$ cat config.mk
export PLATFORM = sky130hd
export DESIGN_NAME = pm8_mul_unit
export DESIGN_NICKNAME = d
export VERILOG_FILES = /design/src/rtl/pm8_pkg.sv /design/src/rtl/pm8_operand_sel.sv /design/src/rtl/pm8_lane_mul.sv /design/src/rtl/pm8_packer.sv /design/src/rtl/pm8_mul_unit.sv
export SDC_FILE = /design/constraint.sdc
export NUM_CORES = 2
export LEC_CHECK = 0
export ABC_CLOCK_PERIOD_IN_PS = 2400
export BUFFER_PORTS_ARGS = -buffer_cell sky130_fd_sc_hd__clkbuf_2
export CAP_MARGIN = 20
export CORE_MARGIN = 5
export CORE_UTILIZATION = 30
export DETAILED_ROUTE_END_ITERATION = 12
export PLACE_DENSITY = 0.55
export SLEW_MARGIN = 20
export SYNTH_ARGS = -nofsm -noshare
export SYNTH_HDL_FRONTEND = slang
export SYNTH_SLANG_ARGS = --single-unit
$ cat constraint.sdc
create_clock -name clk -period 2.4 [get_ports clk]
set_input_delay 0.12 -clock clk [delete_from_list [all_inputs] [get_ports clk]]
set_output_delay 0.12 -clock clk [all_outputs]
set_load 0.02 [all_outputs]
$ cat src/rtl/pm8_pkg.sv
package pm8_pkg;
    typedef enum logic [2:0] {
        MD_PIX      = 3'd0,
        MD_ALPHA_HI = 3'd1,
        MD_ALPHA_LO = 3'd2,
        MD_HIBYTE   = 3'd3,
        MD_LOBYTE   = 3'd4,
        MD_WIDE_HI  = 3'd5,
        MD_WIDE_LO  = 3'd6,
        MD_NONE     = 3'd7
    } pm_mode_e;
endpackage

$ cat src/rtl/pm8_operand_sel.sv
module pm8_operand_sel
    import pm8_pkg::*;
#(
    parameter int LANES  = 4,
    parameter int PIX_W  = 8,
    parameter int COEF_W = 16
) (
    input  pm_mode_e                    mode,
    input  logic [LANES*COEF_W-1:0]     a,
    input  logic [LANES*COEF_W-1:0]     b,
    output logic [LANES*PIX_W-1:0]      pix,
    output logic [LANES*COEF_W-1:0]     coef,
    output logic [LANES-1:0]            lane_en
);
    localparam int HALF = LANES / 2;

    always_comb begin
        pix     = '0;
        coef    = '0;
        lane_en = '0;
        for (int i = 0; i < LANES; i++) begin
            unique case (mode)
                MD_PIX: begin
                    pix[i*PIX_W +: PIX_W]    = a[i*PIX_W +: PIX_W];
                    coef[i*COEF_W +: COEF_W] = b[i*COEF_W +: COEF_W];
                    lane_en[i]               = 1'b1;
                end
                MD_ALPHA_HI: begin
                    pix[i*PIX_W +: PIX_W]    = a[i*PIX_W +: PIX_W];
                    coef[i*COEF_W +: COEF_W] = b[COEF_W +: COEF_W];
                    lane_en[i]               = 1'b1;
                end
                MD_ALPHA_LO: begin
                    pix[i*PIX_W +: PIX_W]    = a[i*PIX_W +: PIX_W];
                    coef[i*COEF_W +: COEF_W] = b[0 +: COEF_W];
                    lane_en[i]               = 1'b1;
                end
                MD_HIBYTE: begin
                    pix[i*PIX_W +: PIX_W]    = a[i*COEF_W + PIX_W +: PIX_W];
                    coef[i*COEF_W +: COEF_W] = b[i*COEF_W +: COEF_W];
                    lane_en[i]               = 1'b1;
                end
                MD_LOBYTE: begin
                    pix[i*PIX_W +: PIX_W]    = a[i*COEF_W +: PIX_W];
                    coef[i*COEF_W +: COEF_W] = b[i*COEF_W +: COEF_W];
                    lane_en[i]               = 1'b1;
                end
                MD_WIDE_HI: begin
                    if (i < HALF) begin
                        pix[i*PIX_W +: PIX_W]    = a[i*COEF_W + PIX_W +: PIX_W];
                        coef[i*COEF_W +: COEF_W] = b[i*COEF_W +: COEF_W];
                        lane_en[i]               = 1'b1;
                    end
                end
                MD_WIDE_LO: begin
                    if (i < HALF) begin
                        pix[i*PIX_W +: PIX_W]    = a[i*COEF_W +: PIX_W];
                        coef[i*COEF_W +: COEF_W] = b[i*COEF_W +: COEF_W];
                        lane_en[i]               = 1'b1;
                    end
                end
                MD_NONE: begin
                    lane_en[i] = 1'b0;
                end
                default: begin
                    lane_en[i] = 1'b0;
                end
            endcase
        end
    end
endmodule

$ cat src/rtl/pm8_lane_mul.sv
module pm8_lane_mul #(
    parameter int PIX_W  = 8,
    parameter int COEF_W = 16
) (
    input  logic [PIX_W-1:0]  pix,
    input  logic [COEF_W-1:0] coef,
    output logic [COEF_W-1:0] res
);
    localparam int PW = PIX_W + COEF_W + 1;

    logic signed [PW-1:0] pix_ext;
    logic signed [PW-1:0] coef_ext;
    logic signed [PW-1:0] prod;

    always_comb begin
        pix_ext  = signed'({{(COEF_W+1){1'b0}}, pix});
        coef_ext = signed'({{(PIX_W+1){coef[COEF_W-1]}}, coef});
        prod     = pix_ext * coef_ext;
        res      = prod[PIX_W+COEF_W-1:PIX_W]
                 + {{(COEF_W-1){1'b0}}, prod[PIX_W-1]};
    end
endmodule

$ cat src/rtl/pm8_packer.sv
module pm8_packer
    import pm8_pkg::*;
#(
    parameter int LANES  = 4,
    parameter int PIX_W  = 8,
    parameter int COEF_W = 16
) (
    input  pm_mode_e                mode,
    input  logic [LANES*COEF_W-1:0] lane_res,
    input  logic [LANES-1:0]        lane_en,
    output logic [LANES*COEF_W-1:0] packed_res
);
    localparam int HALF   = LANES / 2;
    localparam int WOFF   = PIX_W - 1;
    localparam int WSTEP  = 2 * COEF_W;

    logic wide;

    always_comb begin
        wide       = (mode == MD_WIDE_HI) || (mode == MD_WIDE_LO);
        packed_res = '0;
        for (int i = 0; i < LANES; i++) begin
            if (wide) begin
                if (i < HALF && lane_en[i])
                    packed_res[i*WSTEP + WOFF +: COEF_W] = lane_res[i*COEF_W +: COEF_W];
            end else if (lane_en[i]) begin
                packed_res[i*COEF_W +: COEF_W] = lane_res[i*COEF_W +: COEF_W];
            end
        end
    end
endmodule

$ cat src/rtl/pm8_mul_unit.sv
module pm8_mul_unit
    import pm8_pkg::*;
#(
    parameter int LANES  = 4,
    parameter int PIX_W  = 8,
    parameter int COEF_W = 16
) (
    input  logic                    clk,
    input  logic                    rst_n,
    input  logic                    in_vld,
    input  logic [2:0]              in_mode,
    input  logic [LANES*COEF_W-1:0] in_a,
    input  logic [LANES*COEF_W-1:0] in_b,
    output logic                    out_vld,
    output logic [LANES*COEF_W-1:0] out_res
);
    localparam int DW = LANES * COEF_W;

    pm_mode_e                mode;
    logic [LANES*PIX_W-1:0]  sel_pix;
    logic [DW-1:0]           sel_coef;
    logic [LANES-1:0]        lane_en;
    logic [DW-1:0]           lane_res;
    logic [DW-1:0]           packed_res;

    assign mode = pm_mode_e'(in_mode);

    pm8_operand_sel #(.LANES(LANES), .PIX_W(PIX_W), .COEF_W(COEF_W)) u_sel (
        .mode    (mode),
        .a       (in_a),
        .b       (in_b),
        .pix     (sel_pix),
        .coef    (sel_coef),
        .lane_en (lane_en)
    );

    for (genvar g = 0; g < LANES; g++) begin : g_lane
        pm8_lane_mul #(.PIX_W(PIX_W), .COEF_W(COEF_W)) u_mul (
            .pix  (sel_pix[g*PIX_W +: PIX_W]),
            .coef (sel_coef[g*COEF_W +: COEF_W]),
            .res  (lane_res[g*COEF_W +: COEF_W])
        );
    end

    pm8_packer #(.LANES(LANES), .PIX_W(PIX_W), .COEF_W(COEF_W)) u_pack (
        .mode       (mode),
        .lane_res   (lane_res),
        .lane_en    (lane_en),
        .packed_res (packed_res)
    );

    always_ff @(posedge clk or negedge rst_n) begin
        if (!rst_n) begin
            out_vld <= 1'b0;
            out_res <= '0;
        end else begin
            out_vld <= in_vld;
            if (in_vld)
                out_res <= packed_res;
        end
    end
endmodule

==> summary.md <==
| Metric | Value |
|---|---|
| P per Cell Area | 1247 nW/um^2 |
| Grt ovf | 0 |
| CP arrival | 6.54 ns |
| Final instance area | 35,940 um^2 |
| Critical path endpoint category | flip-flop |
| TNS Setup | -218.23 ns |
| CP max stage delay | 0.59 ns |
| Yosys cell types | 103 |
| Synth Flop Type | dfrtp_1 |
| Post-Synth Simple-Gate Area | 18.61% |
| Global-route wire length before repair | 149,100 um |
| Post-Synth Adder-Cell Area | 42.51% |
| Die H | 292.5 um |
| CTS tree | built |
| Post-synthesis area per instance | 7.987 um^2 |
| Final ANT Viol Nets | 0 |
| Mapped Cells | 2,998 |
| Most frequent cells in the layout | 828 x buf_4, 514 x inv_1, 379 x fa_1 |
| Combinational fraction of design power | 92.3% |
| Vias in the first global route | 26.02k |
| Remaining DRCs | 0 |
| Via Count | 24.61k |
| Switch share | 48.87% |
| Slew margin rel. | 39.59% |
| Sequential cell area | 1627 um^2 |
| Worst hold path class | in2reg |
| Buffers on Ports | 198 |
| Drt via density | 4.854 |
| Failing checks | setup timing |
| Chip Width | 292.5 um |
| Mux contribution to synthesized area | 1.296% |
| Synth Area in Compound Gates | 15.20% |
| Num ports | 199 |
| Psw | 21.90 mW |
| DR WL/cell | 18.89 um |
| Sequential power share | 4.4% |
| Max Freq | 0.1583 GHz |
| Leading cell type in the layout, fill and taps excluded | buf_4 |
| Post-Synth XOR/XNOR Area | 4.938% |
| Crit Path Class | in2reg |
| Post-Syn Area | 23,950 um^2 |
| Slowest cell on the critical path | or4_4 |
| Outcome | complete, but fails checks |
| DR iter-0 viols | 1,517 |
| Final hold viol count | 0 |
| Rows | 103 |
| Final Util | 45.41% |
| Half-perimeter wire length after placement | 82,690 um |
| Setup violators final | 64 |
| Final Non-Filler Cells | 5,071 |
| Buf+Inv Stages, Crit Path | 7 |
| Int Power | 22.91 mW |
| Num CTS Buffers | 9 |
| Worst-Margin Slew | 0.9061 ns |
| Share of cells above drive strength 1 | 40.05% |
| Synth Register Bits | 65 |
| Fill cell count | 7,787 |
| Sequential area share after synthesis | 6.793% |
| Period Utilization, post-route | 263.1% |
| Starting Density | 30.26% |
| Final RePlAce weighted congestion | 0.9495 |
| Core ar. | 79,130 um^2 |
| Clock network power share | 3.3% |
| Post-DP Area | 32,120 um^2 |
| Die area | 85,570 um^2 |
| Cell count after placement | 4,919 |
| Clock skew | 0 ns |
| Maximum VDD drop | 0.0009870 V |
| First-pass iteration count of the detailed router | 5 |
| Antenna violations before repair | 21 |
| Bufs on Longest Clock Path | 2 |
| RSZ-0062 raised after global routing | yes |
| Post-synth ARST share | 100.0% |
| H-tree Lvls | 3 |
| MaxCap Viol Count | 0 |
| Most Frequent Cell on Critical Path | fa_1 |
| Crit path time final | 6.315 ns |
| WP data required | 2.62 ns |
| Worst-skew pair later-pin latency | 0.35 ns |
| Slew Viols, Final | 0 |
| WL final | 95,790 um |
| Root buf cell | clkbuf_16 |
| Worst-path fanout max | 7 |
| Setup ws final | -3.915 ns |
| Largest net degree at the start of global routing | 66 |
| Layout Nets | 4,721 |
| Sink Count | 65 |
| GRT Overall Usage | 22.17% |
| CTS clk-pin slew, worst paths | 0.06 ns |
| Largest family of logic cells by synthesized area | adder cells |
| Crit path max-delay family | adder cells |
| Critical Path Source Type | primary input |
| Area Overhead vs Synth | 50.07% |
| Static Leak | 18.50 nW |
| Multi-input gate area | 22,060 um^2 |
| Ys Warns | 0 |
| Post-synth EDFFs | 0 |
| Synthesized Nets | 3,708 |
-- repair_timing --
item | 4_1_cts | 5_1_grt
gates resized for setup | 435 | 130
cloned | 3 | 0
hold buffers | 1 | 0
endpoints found under the setup margin | 64 | 64
pin swaps | 244 | 105
hold endpoints to repair | 65 | 0
setup buffers | 111 | 28
-- final timing paths --
check | slack [ns] | start | depth (start not counted) | end
max in group asynchronous | 1.35 | rst_n | 2 | out_res[63]
min reg2reg | 0.49 | out_res[5] | 1 | out_res[5]
max reg2reg | 1.25 | out_res[47] | 2 | out_res[47]
max | -3.92 | in_mode[0] | 28 | out_res[47]
min | 0.20 | in_vld | 2 | out_vld
min in group asynchronous | 0.45 | rst_n | 2 | out_vld
-- cell type report --
class | instances | share of cell area, %
multi-input combinational | 2271 | 61.39
timing repair buffer | 1120 | 23.80
inverter | 544 | 5.703
sequential | 65 | 4.526
tap | 1050 | 3.656
clock buffer | 11 | 0.6755
clock inverter | 4 | 0.2124
antenna | 6 | 0.04178
-- per-layer routing --
metal  global-route usage, %  part of all wire [%]
met1                   30.47                    44
met2                   36.47                    46
met3                   4.299                   7.8
met4                   4.930                   2.5
met5                       0                  0.14
-- cell families (layout without fill, tap and decap cells) --
logic type / count (synthesis) / after routing
compound gates: 538 / 538
xor+xnor: 135 / 135
fa+ha+maj: 576 / 576
buf+inv: 662 / 1679
flops: 65 / 65
mux: 29 / 29
other cells: 0 / 6
simple gates: 993 / 993
-- power by group through the flow --
stage	registers [mW]	logic, mW	clock network, mW
finish	1.97	41.4	1.48
global route	2.04	45.0	1.55
CTS	1.98	39.9	1.51
detailed placement	1.98	34.6	0
global placement	2.00	34.3	0
floorplan	2.49	18.2	0
-- sequential cells by signal, summed over array words and instances, names as in the netlist --
name     cells
out_res     64
out_vld      1
-- cells in the mapped netlist, types with 6 or more instances --
cell / instances / area (um^2)
or3_1: 9 / 56.30
nand2b_1: 33 / 206.5
o21ai_0: 61 / 305.3
a21o_1: 63 / 473.0
a21boi_0: 11 / 82.58
a22oi_1: 45 / 337.8
and3_1: 15 / 93.84
nor2b_1: 20 / 125.1
a21oi_1: 173 / 865.8
mux2i_1: 16 / 160.2
nor2_1: 403 / 1513
nand4_1: 17 / 106.4
o2bb2ai_1: 14 / 122.6
a211o_1: 6 / 52.55
inv_1: 543 / 2038
o211ai_1: 8 / 60.06
ha_1: 180 / 2252
dfrtp_1: 65 / 1627
a211oi_1: 15 / 112.6
clkbuf_1: 96 / 360.4
xor2_1: 39 / 341.6
o21bai_1: 10 / 75.07
and2_1: 10 / 62.56
a22o_1: 22 / 192.7
buf_1: 9 / 33.78
o21ai_1: 11 / 55.05
buf_6: 6 / 67.56
nor3b_1: 6 / 45.04
a31oi_1: 8 / 50.05
xnor2_1: 96 / 840.8
fa_1: 396 / 7928
a221oi_1: 8 / 70.07
o21a_1: 22 / 165.2
nand3_1: 24 / 120.1
nor3_1: 27 / 135.1
mux2_2: 11 / 123.9
nand2_1: 365 / 1370
or2_2: 12 / 75.07
-- through the flow --
| step | hold slack, ns | total power [mW] | setup slack [ns] |
|---|---|---|---|
| floorplan | -0.1756 | 20.69 | -4.224 |
| global placement | 0.3065 | 36.34 | -4.516 |
| detailed placement | 0.3060 | 36.57 | -4.608 |
| CTS | 0.1739 | 43.43 | -3.822 |
| global route | 0.2157 | 48.59 | -4.152 |
| finish | 0.2029 | 44.81 | -3.915 |
(Power assumes the default switching activity.)
